File: config.mk
export PLATFORM = sky130hd
export DESIGN_NAME = pwm_modulo_channel
export DESIGN_NICKNAME = d
export VERILOG_FILES = /design/src/rtl/pwm_pkg.sv /design/src/rtl/pwm_rst_sync.sv /design/src/rtl/pwm_mod_counter.sv /design/src/rtl/pwm_cmp_match.sv /design/src/rtl/pwm_pin_ctrl.sv /design/src/rtl/pwm_modulo_channel.sv
export SDC_FILE = /design/constraint.sdc
export NUM_CORES = 1
export LEC_CHECK = 0
export ABC_CLOCK_PERIOD_IN_PS = 3650
export CORE_UTILIZATION = 40
export CTS_BUF_LIST = sky130_fd_sc_hd__clkbuf_8
export DETAILED_ROUTE_END_ITERATION = 12
export PLACE_DENSITY_LB_ADDON = 0.3
export SLEW_MARGIN = 10
export SYNTH_ARGS = -nofsm -noshare
export SYNTH_HDL_FRONTEND = slang
export SYNTH_SLANG_ARGS = --single-unit
File: constraint.sdc
create_clock -name clk -period 3.65 [get_ports clk]
set_input_delay 0.5475 -clock clk [delete_from_list [all_inputs] [get_ports clk]]
set_output_delay 0.5475 -clock clk [all_outputs]
set_load 0.01 [all_outputs]
File: src/rtl/pwm_pkg.sv
package pwm_pkg;

  typedef enum logic {
    POL_HIGH_TRUE = 1'b0,
    POL_LOW_TRUE  = 1'b1
  } pol_e;

  // Pin level for a given polarity and pulse state.
  function automatic logic pin_level(input logic pol, input logic active);
    return pol ^ active;
  endfunction

endpackage

File: src/rtl/pwm_rst_sync.sv
module pwm_rst_sync #(
  parameter int STAGES = 2
) (
  input  logic clk,
  input  logic rst_n,
  output logic rst_n_sync
);

  logic [STAGES-1:0] sync_q;
  logic [STAGES-1:0] sync_d;

  always_comb begin
    sync_d = {sync_q[STAGES-2:0], 1'b1};
  end

  always_ff @(posedge clk or negedge rst_n) begin
    if (!rst_n) sync_q <= '0;
    else        sync_q <= sync_d;
  end

  assign rst_n_sync = sync_q[STAGES-1];

endmodule

File: src/rtl/pwm_mod_counter.sv
module pwm_mod_counter #(
  parameter int CNT_W = 8
) (
  input  logic             clk,
  input  logic             rst_n,
  input  logic             en,
  input  logic [CNT_W-1:0] mod_val,
  output logic [CNT_W-1:0] cnt_q,
  output logic             ovf
);

  localparam logic [CNT_W-1:0] STEP = CNT_W'(1);

  logic [CNT_W-1:0] cnt_d;
  logic             cnt_ce;

  assign ovf    = en && (cnt_q == mod_val);
  assign cnt_ce = en || (cnt_q != '0);

  always_comb begin
    if (!en || ovf) cnt_d = '0;
    else            cnt_d = cnt_q + STEP;
  end

  always_ff @(posedge clk or negedge rst_n) begin
    if (!rst_n)      cnt_q <= '0;
    else if (cnt_ce) cnt_q <= cnt_d;
  end

  // the count restarts at zero after each overflow
  p_wrap_after_ovf_r1: assert property (@(posedge clk) disable iff (!rst_n)
    ovf |=> (cnt_q == '0));

  // the count advances by one between overflows
  p_count_step_r1: assert property (@(posedge clk) disable iff (!rst_n)
    (en && !ovf) |=> (cnt_q == $past(cnt_q) + STEP));

  // a disabled counter rests at zero
  p_idle_zero_r6: assert property (@(posedge clk) disable iff (!rst_n)
    !en |=> (cnt_q == '0));

endmodule

File: src/rtl/pwm_cmp_match.sv
module pwm_cmp_match #(
  parameter int CNT_W = 8
) (
  input  logic             en,
  input  logic             ovf,
  input  logic [CNT_W-1:0] cnt_q,
  input  logic [CNT_W-1:0] cmp_val,
  output logic             hit,
  output logic             cmp_nonzero
);

  // Look one count ahead so the pin changes on the cycle that shows the matching count.
  logic [CNT_W:0] next_cnt;

  assign next_cnt    = {1'b0, cnt_q} + {{CNT_W{1'b0}}, 1'b1};
  assign hit         = en && !ovf && (next_cnt == {1'b0, cmp_val});
  assign cmp_nonzero = |cmp_val;

endmodule

File: src/rtl/pwm_pin_ctrl.sv
module pwm_pin_ctrl (
  input  logic clk,
  input  logic rst_n,
  input  logic en,
  input  logic ovf,
  input  logic hit,
  input  logic cmp_nonzero,
  output logic act_q
);

  logic act_d;

  always_comb begin
    if (!en || ovf) act_d = cmp_nonzero;  // preload the level for count zero
    else if (hit)   act_d = 1'b0;
    else            act_d = act_q;
  end

  always_ff @(posedge clk or negedge rst_n) begin
    if (!rst_n) act_q <= 1'b0;
    else        act_q <= act_d;
  end

  // a compare match ends the pulse
  p_match_ends_pulse_r2: assert property (@(posedge clk) disable iff (!rst_n)
    hit |=> !act_q);

  // a zero compare value leaves the pulse off after overflow
  p_zero_width_r4: assert property (@(posedge clk) disable iff (!rst_n)
    (ovf && !cmp_nonzero) |=> !act_q);

  // an overflow with a nonzero compare value starts a pulse
  p_ovf_starts_pulse_r2: assert property (@(posedge clk) disable iff (!rst_n)
    (ovf && cmp_nonzero) |=> act_q);

endmodule

File: src/rtl/pwm_modulo_channel.sv
module pwm_modulo_channel #(
  parameter int CNT_W = 8
) (
  input  logic             clk,
  input  logic             rst_n,
  input  logic             en_i,
  input  logic [CNT_W-1:0] mod_i,
  input  logic [CNT_W-1:0] cmp_i,
  input  logic             pol_i,
  output logic             pwm_o,
  output logic             ovf_o
);

  import pwm_pkg::*;

  logic             rst_n_int;
  logic [CNT_W-1:0] cnt_q;
  logic             ovf;
  logic             hit;
  logic             cmp_nz;
  logic             act_q;

  pwm_rst_sync #(.STAGES(2)) u_rst_sync (
    .clk        (clk),
    .rst_n      (rst_n),
    .rst_n_sync (rst_n_int)
  );

  pwm_mod_counter #(.CNT_W(CNT_W)) u_counter (
    .clk     (clk),
    .rst_n   (rst_n_int),
    .en      (en_i),
    .mod_val (mod_i),
    .cnt_q   (cnt_q),
    .ovf     (ovf)
  );

  pwm_cmp_match #(.CNT_W(CNT_W)) u_match (
    .en          (en_i),
    .ovf         (ovf),
    .cnt_q       (cnt_q),
    .cmp_val     (cmp_i),
    .hit         (hit),
    .cmp_nonzero (cmp_nz)
  );

  pwm_pin_ctrl u_pin (
    .clk         (clk),
    .rst_n       (rst_n_int),
    .en          (en_i),
    .ovf         (ovf),
    .hit         (hit),
    .cmp_nonzero (cmp_nz),
    .act_q       (act_q)
  );

  assign pwm_o = pin_level(pol_i, en_i && act_q);
  assign ovf_o = ovf;

  // a compare value above the modulo keeps the pulse on through the period
  p_full_period_r5: assert property (@(posedge clk) disable iff (!rst_n_int)
    (en_i && !ovf && (cmp_i > mod_i) && (cnt_q <= mod_i) && act_q) |=> act_q);

endmodule

**Yosys cells after proc, flatten, opt, wreduce, memory -nomap -nowiden**

Cells that the tools add are included.

- Bits in registers: 11
- Latch bits: 0
- Bits in writable memories: 0
- Bits in read-only memories: 0
- Input bits: 20
- Output and inout bits: 2
- Word-level logic and storage cells: 22
- Memories: 0

- $add $sub $neg: 2
- Multipliers: 0
- Divide/modulo/power cells: 0
- Magnitude comparators: 0
- Equality and inequality tests: 2
- Shift operators: 0
- Muxes and demuxes: 3
- Bitwise operators: 1
- Reduce and logical (&&, ||, !) cells: 11

Operator list:

| cell | count |
|---|---|
| $add A8 B1 Y9 const B | 1 |
| $eq A9 B8 Y1 | 1 |
| $add A8 B1 Y8 const B | 1 |
| $eq A8 B8 Y1 | 1 |
| $mux W8 | 1 |
| $reduce_bool A8 Y1 | 1 |
| $reduce_or A8 Y1 | 1 |
| $logic_and A1 B1 Y1 | 4 |
| $logic_not A1 Y1 | 2 |
| $logic_or A1 B1 Y1 | 2 |
| $mux W1 | 2 |
| $reduce_bool A2 Y1 | 1 |
| $xor A1 B1 Y1 | 1 |

**Logic depth before layout (Yosys ltp)**

- Depth after elaboration: 7
- Depth in mapped cells: 6
- Gate-level depth less buffers: 6

**Hierarchy**

A second synthesis with hierarchy kept.

- Cell total of the unflattened synthesis: 100
- Area, all modules: 884.6 µm²

By module, submodules not included:

| module | times used | cells an instance | area an instance (µm²) | sequential area each (µm²) |
|---|---|---|---|---|
| pwm_mod_counter | 1 | 52 | 505.5 | 200.2 |
| pwm_cmp_match | 1 | 39 | 260.2 | 0.0 |
| pwm_rst_sync | 1 | 3 | 53.8 | 50.0 |
| pwm_pin_ctrl | 1 | 4 | 52.6 | 25.0 |
| pwm_modulo_channel | 1 | 2 | 12.5 | 0.0 |

**Worst setup path after synthesis**

Ideal clock, no wire load.

- Kind: input port to output port
- From: input port mod_i[4]
- To: output port ovf_o
- Arrival time: 1189 ps
- Required time: 3102 ps
- Path slack: 1914 ps
- Stages on the path: 4
- Path buffers: 0
- Path through: xnor2_4 -> nand2_2 -> nor4_1 -> and2_1

- Cells in the longest elaborated chain, start to end: 2

RTL lines:

| what | RTL line | text |
|---|---|---|
| from (decl) | pwm_modulo_channel.sv:7 | `input logic [CNT_W-1:0] mod_i,` |
| $eq A8 B8 Y1 | pwm_mod_counter.sv:17 | `assign ovf = en && (cnt_q == mod_val);` |
| $logic_and A1 B1 Y1 | pwm_mod_counter.sv:17 |  |
| to (decl) | pwm_modulo_channel.sv:11 | `output logic ovf_o` |

No other way between the ends.

**Worst setup path in the final report**

Ends and elaborated chain as after synthesis.

==> results by group <==
Status
  • Result of the run: finished, final reports clean

Clock tree
  • CTS tree: done
  • Hold buffer count at CTS: 0
  • H-tree depth: 1
  • Max clock buf depth: 2
  • Register clock-pin slew on the reported worst setup and hold paths: 0.05 ns
  • Number of buffers created by CTS: 3
  • Setup Buffers After CTS: 0
  • Total clock sinks: 11
  • Clk Latency, worst-skew pair: 0.24 ns
  • Clk Tree Root Cell: clkbuf_8
  • Number of resized instances in the post-cts repair step: 0

Detailed routing
  • DR iter-0 viols: 17
  • Final ANT Viol Nets: 0
  • Sum of met3 wire segment lengths after detailed routing: 110 um
  • Via Count: 701
  • Post-DR vias/cell: 4.97
  • Number of remaining DRC errors: 0
  • Average wire per standard cell: 12.6 um
  • Detailed Route WL: 1780 um
  • Routed wire length on met2: 752 um
  • Wire length on met1: 894 um
  • Highest Signal Layer: met4
  • Detailed-router iteration count before antenna repair: 4

Setup path
  • Crit path top cell by count: clkdlybuf4s50_1
  • Critical Path, Cell by Cell: clkdlybuf4s50_1 -> xnor2_4 -> nand2_2 -> nor4_1 -> and2_1 -> clkdlybuf4s50_1
  • WP data arrival: 2.28 ns
  • Critical path start-end classification: input port to output port
  • CP startpoint kind: input port
  • Critical Path End Type: output port
  • Critical Path Fanout Max: 2
  • Buf/Inv on CP: 2
  • Cell type of the slowest stage on the worst timing path: clkdlybuf4s50_1
  • Critical Path RT: 3.10 ns
  • Slowest stage delay, CP: 0.56 ns
  • Top delay family on crit path: buffers and inverters

Floorplan
  • Std-Cell Rows: 16
  • Full die area: 2480 um^2
  • Die Width: 49.8 um
  • Core area: 2040 um^2
  • I/O pin count: 22
  • Initial Util: 44.7%
  • Y dimension of the die: 49.8 um

Global route
  • Via count of the first global-routing pass: 687
  • Global route total overflow: 0
  • Total global routing track utilization: 16.0%
  • Global-route wire length before repair: 2970 um
  • Largest net degree at the start of global routing: 11
  • Antenna violations before repair: 0

Power and ir drop
  • Peak supply drop: 0.000205 V
  • Total power: 415 uW
  • Pleak: 0.438 nW
  • Power Density: 363 nW/um^2

Place
  • Number of port buffers: 21
  • Detailed placement HPWL: 1400 um
  • Final weighted congestion of routability-driven global placement: 0.851

Synth
  • Post-synth EDFFs: 0
  • Post-synthesis adder-cell area fraction: 2.74%
  • Multiplexer area fraction after synthesis: 1.10%
  • Synthesized area: 912 um^2
  • Yosys warnings: 0
  • Register bit total from synthesis: 11
  • Dominant combinational cell family by area after synthesis: XOR/XNOR gates
  • Compound-cell area share of the yosys netlist: 8.50%
  • Number of unique standard cell types used by synthesis: 25
  • Top flip-flop cell by instance count after synthesis: dfrtp_1
  • Part of the Yosys area used for sequential elements: 30.2%
  • Syn_nets: 116
  • Async SR Flop Fraction: 100%
  • Xor and xnor fraction of the mapped netlist area: 29.1%
  • Avg Inst Size Synth: 9.70 um^2
  • Fraction of the mapped netlist area in simple logic gates: 20.2%
  • Count of mapped cells out of synthesis: 94

Timing
  • Period minus WS final: 2.83 ns
  • Actual transition at the worst max-transition pin: 0.646 ns
  • Final clock period utilization by the worst path: 77.4%
  • Max-slew violation count: 0
  • Final Hold Violating Endpoints: 0
  • Final worst clock skew: 0.00199 ns
  • Highest Clock Rate: 354 MHz
  • Final number of setup-violating endpoints: 0
  • Slew headroom: 56.8%
  • Unrepaired setup endpoints after global routing: no
  • Total negative slack: 0 ns

Final layout
  • Antenna fix cells: 0
  • Total area of sequential cells: 275 um^2
  • Multi-input gate area in the final layout: 566 um^2
  • Share of layout cells above drive strength 1: 9.65%
  • Synthesis-to-finish area growth: 25.5%
  • Nets: 137
  • Fill cell count: 201

Job
  • Max-cap violations: 0

Hold path
  • Type of the worst min-delay path: flip-flop to async pin
-- cell families after synthesis --
| kind of cell | after synthesis |
|---|---|
| and+or+nand+nor | 37 |
| xor gates and xnor gates | 23 |
| DFF | 11 |
| AOI/OAI and AO/OA | 10 |
| buffers and inverters | 9 |
| adders and majority gates | 2 |
| other | 1 |
| muxes | 1 |
-- metal layers --
layer	vias to the layer above	track usage, %
met1	320	20.4
met4	0	7.14
li1	351	-
met3	3	2.47
met5	-	0
met2	27	26.4
-- final cells by class --
class                           count  area share [%]
Clock buffer                        3            3.61
Clock inverter                      1           0.328
Inverter                            4            1.31
Multi-Input combinational cell     74            49.4
Sequential cell                    11            24.0
Tap cell                           27            2.95
Timing Repair Buffer               21            18.4
-- through the flow --
step | setup WS [ns] | cells | utilization [%] | hold WS, ns | cell area [um^2]
4_1_cts | 0.810 | 141 | 56.1 | 0.188 | 1140
6_report | 0.823 | 141 | 56.1 | 0.169 | 1140
5_1_grt | 0.711 | 141 | 56.1 | 0.206 | 1140
3_5_place_dp | 0.815 | 137 | 53.9 | 0.187 | 1100
3_3_place_gp | 0.834 | 137 | 53.9 | 0.160 | 1100
2_1_floorplan | 1.91 | 94 | - | 0.108 | 912
-- report_power, final --
part | internal [mW] | switching [mW]
logic | 0.0720 | 0.0594
clock network | 0.0741 | 0.0482
registers | 0.135 | 0.0268
total | 0.281 | 0.134
-- flip-flops by register name (all words and copies together) (netlist names) --
name and cells:
u_counter.cnt_q 8, u_pin.act_q 1, u_rst_sync.sync_q 2
-- cell usage after synthesis, drive strengths merged (2+ instances only) --
cell type	count	area share, %
buf	5	6.2
nor4	5	3.4
dfrtp	11	30
ha	2	2.7
nor2	12	4.9
inv	4	1.6
xor2	7	6.7
nand2	10	4.9
xnor2	16	22
nand3	4	2.2
o41ai	2	4.0
o21ai	7	3.8
-- worst paths after layout --
| kind | from | to | slack [ns] | cells after the start |
|---|---|---|---|---|
| max | mod_i[4] | ovf_o | 0.82 | 6 |
| min | u_rst_sync.sync_q[1]$_DFF_PN0_ | u_counter.cnt_q[6]$_DFFE_PN0P_ | 0.17 | 0 |
| max reg2reg | u_counter.cnt_q[4]$_DFFE_PN0P_ | u_pin.act_q$_DFFE_PN0P_ | 1.72 | 5 |
| min reg2reg | u_rst_sync.sync_q[1]$_DFF_PN0_ | u_counter.cnt_q[6]$_DFFE_PN0P_ | 0.17 | 0 |
| max in group asynchronous | rst_n | u_rst_sync.sync_q[0]$_DFF_PN0_ | 3.07 | 1 |
| min in group clk | u_rst_sync.sync_q[0]$_DFF_PN0_ | u_rst_sync.sync_q[1]$_DFF_PN0_ | 0.35 | 0 |
-- placed cells by master, fill, tap and decap left out, types with 4 or more instances in the layout --
master	synthesis	layout
clkdlybuf4s50_1	0	21
xnor2_1	12	12
nor2_1	12	12
dfrtp_1	11	11
nand2_1	7	7
xor2_1	7	7
o21ai_0	7	7
inv_1	4	5
nor4_1	5	5
nand3_1	4	4
(Power assumes the default switching activity.)
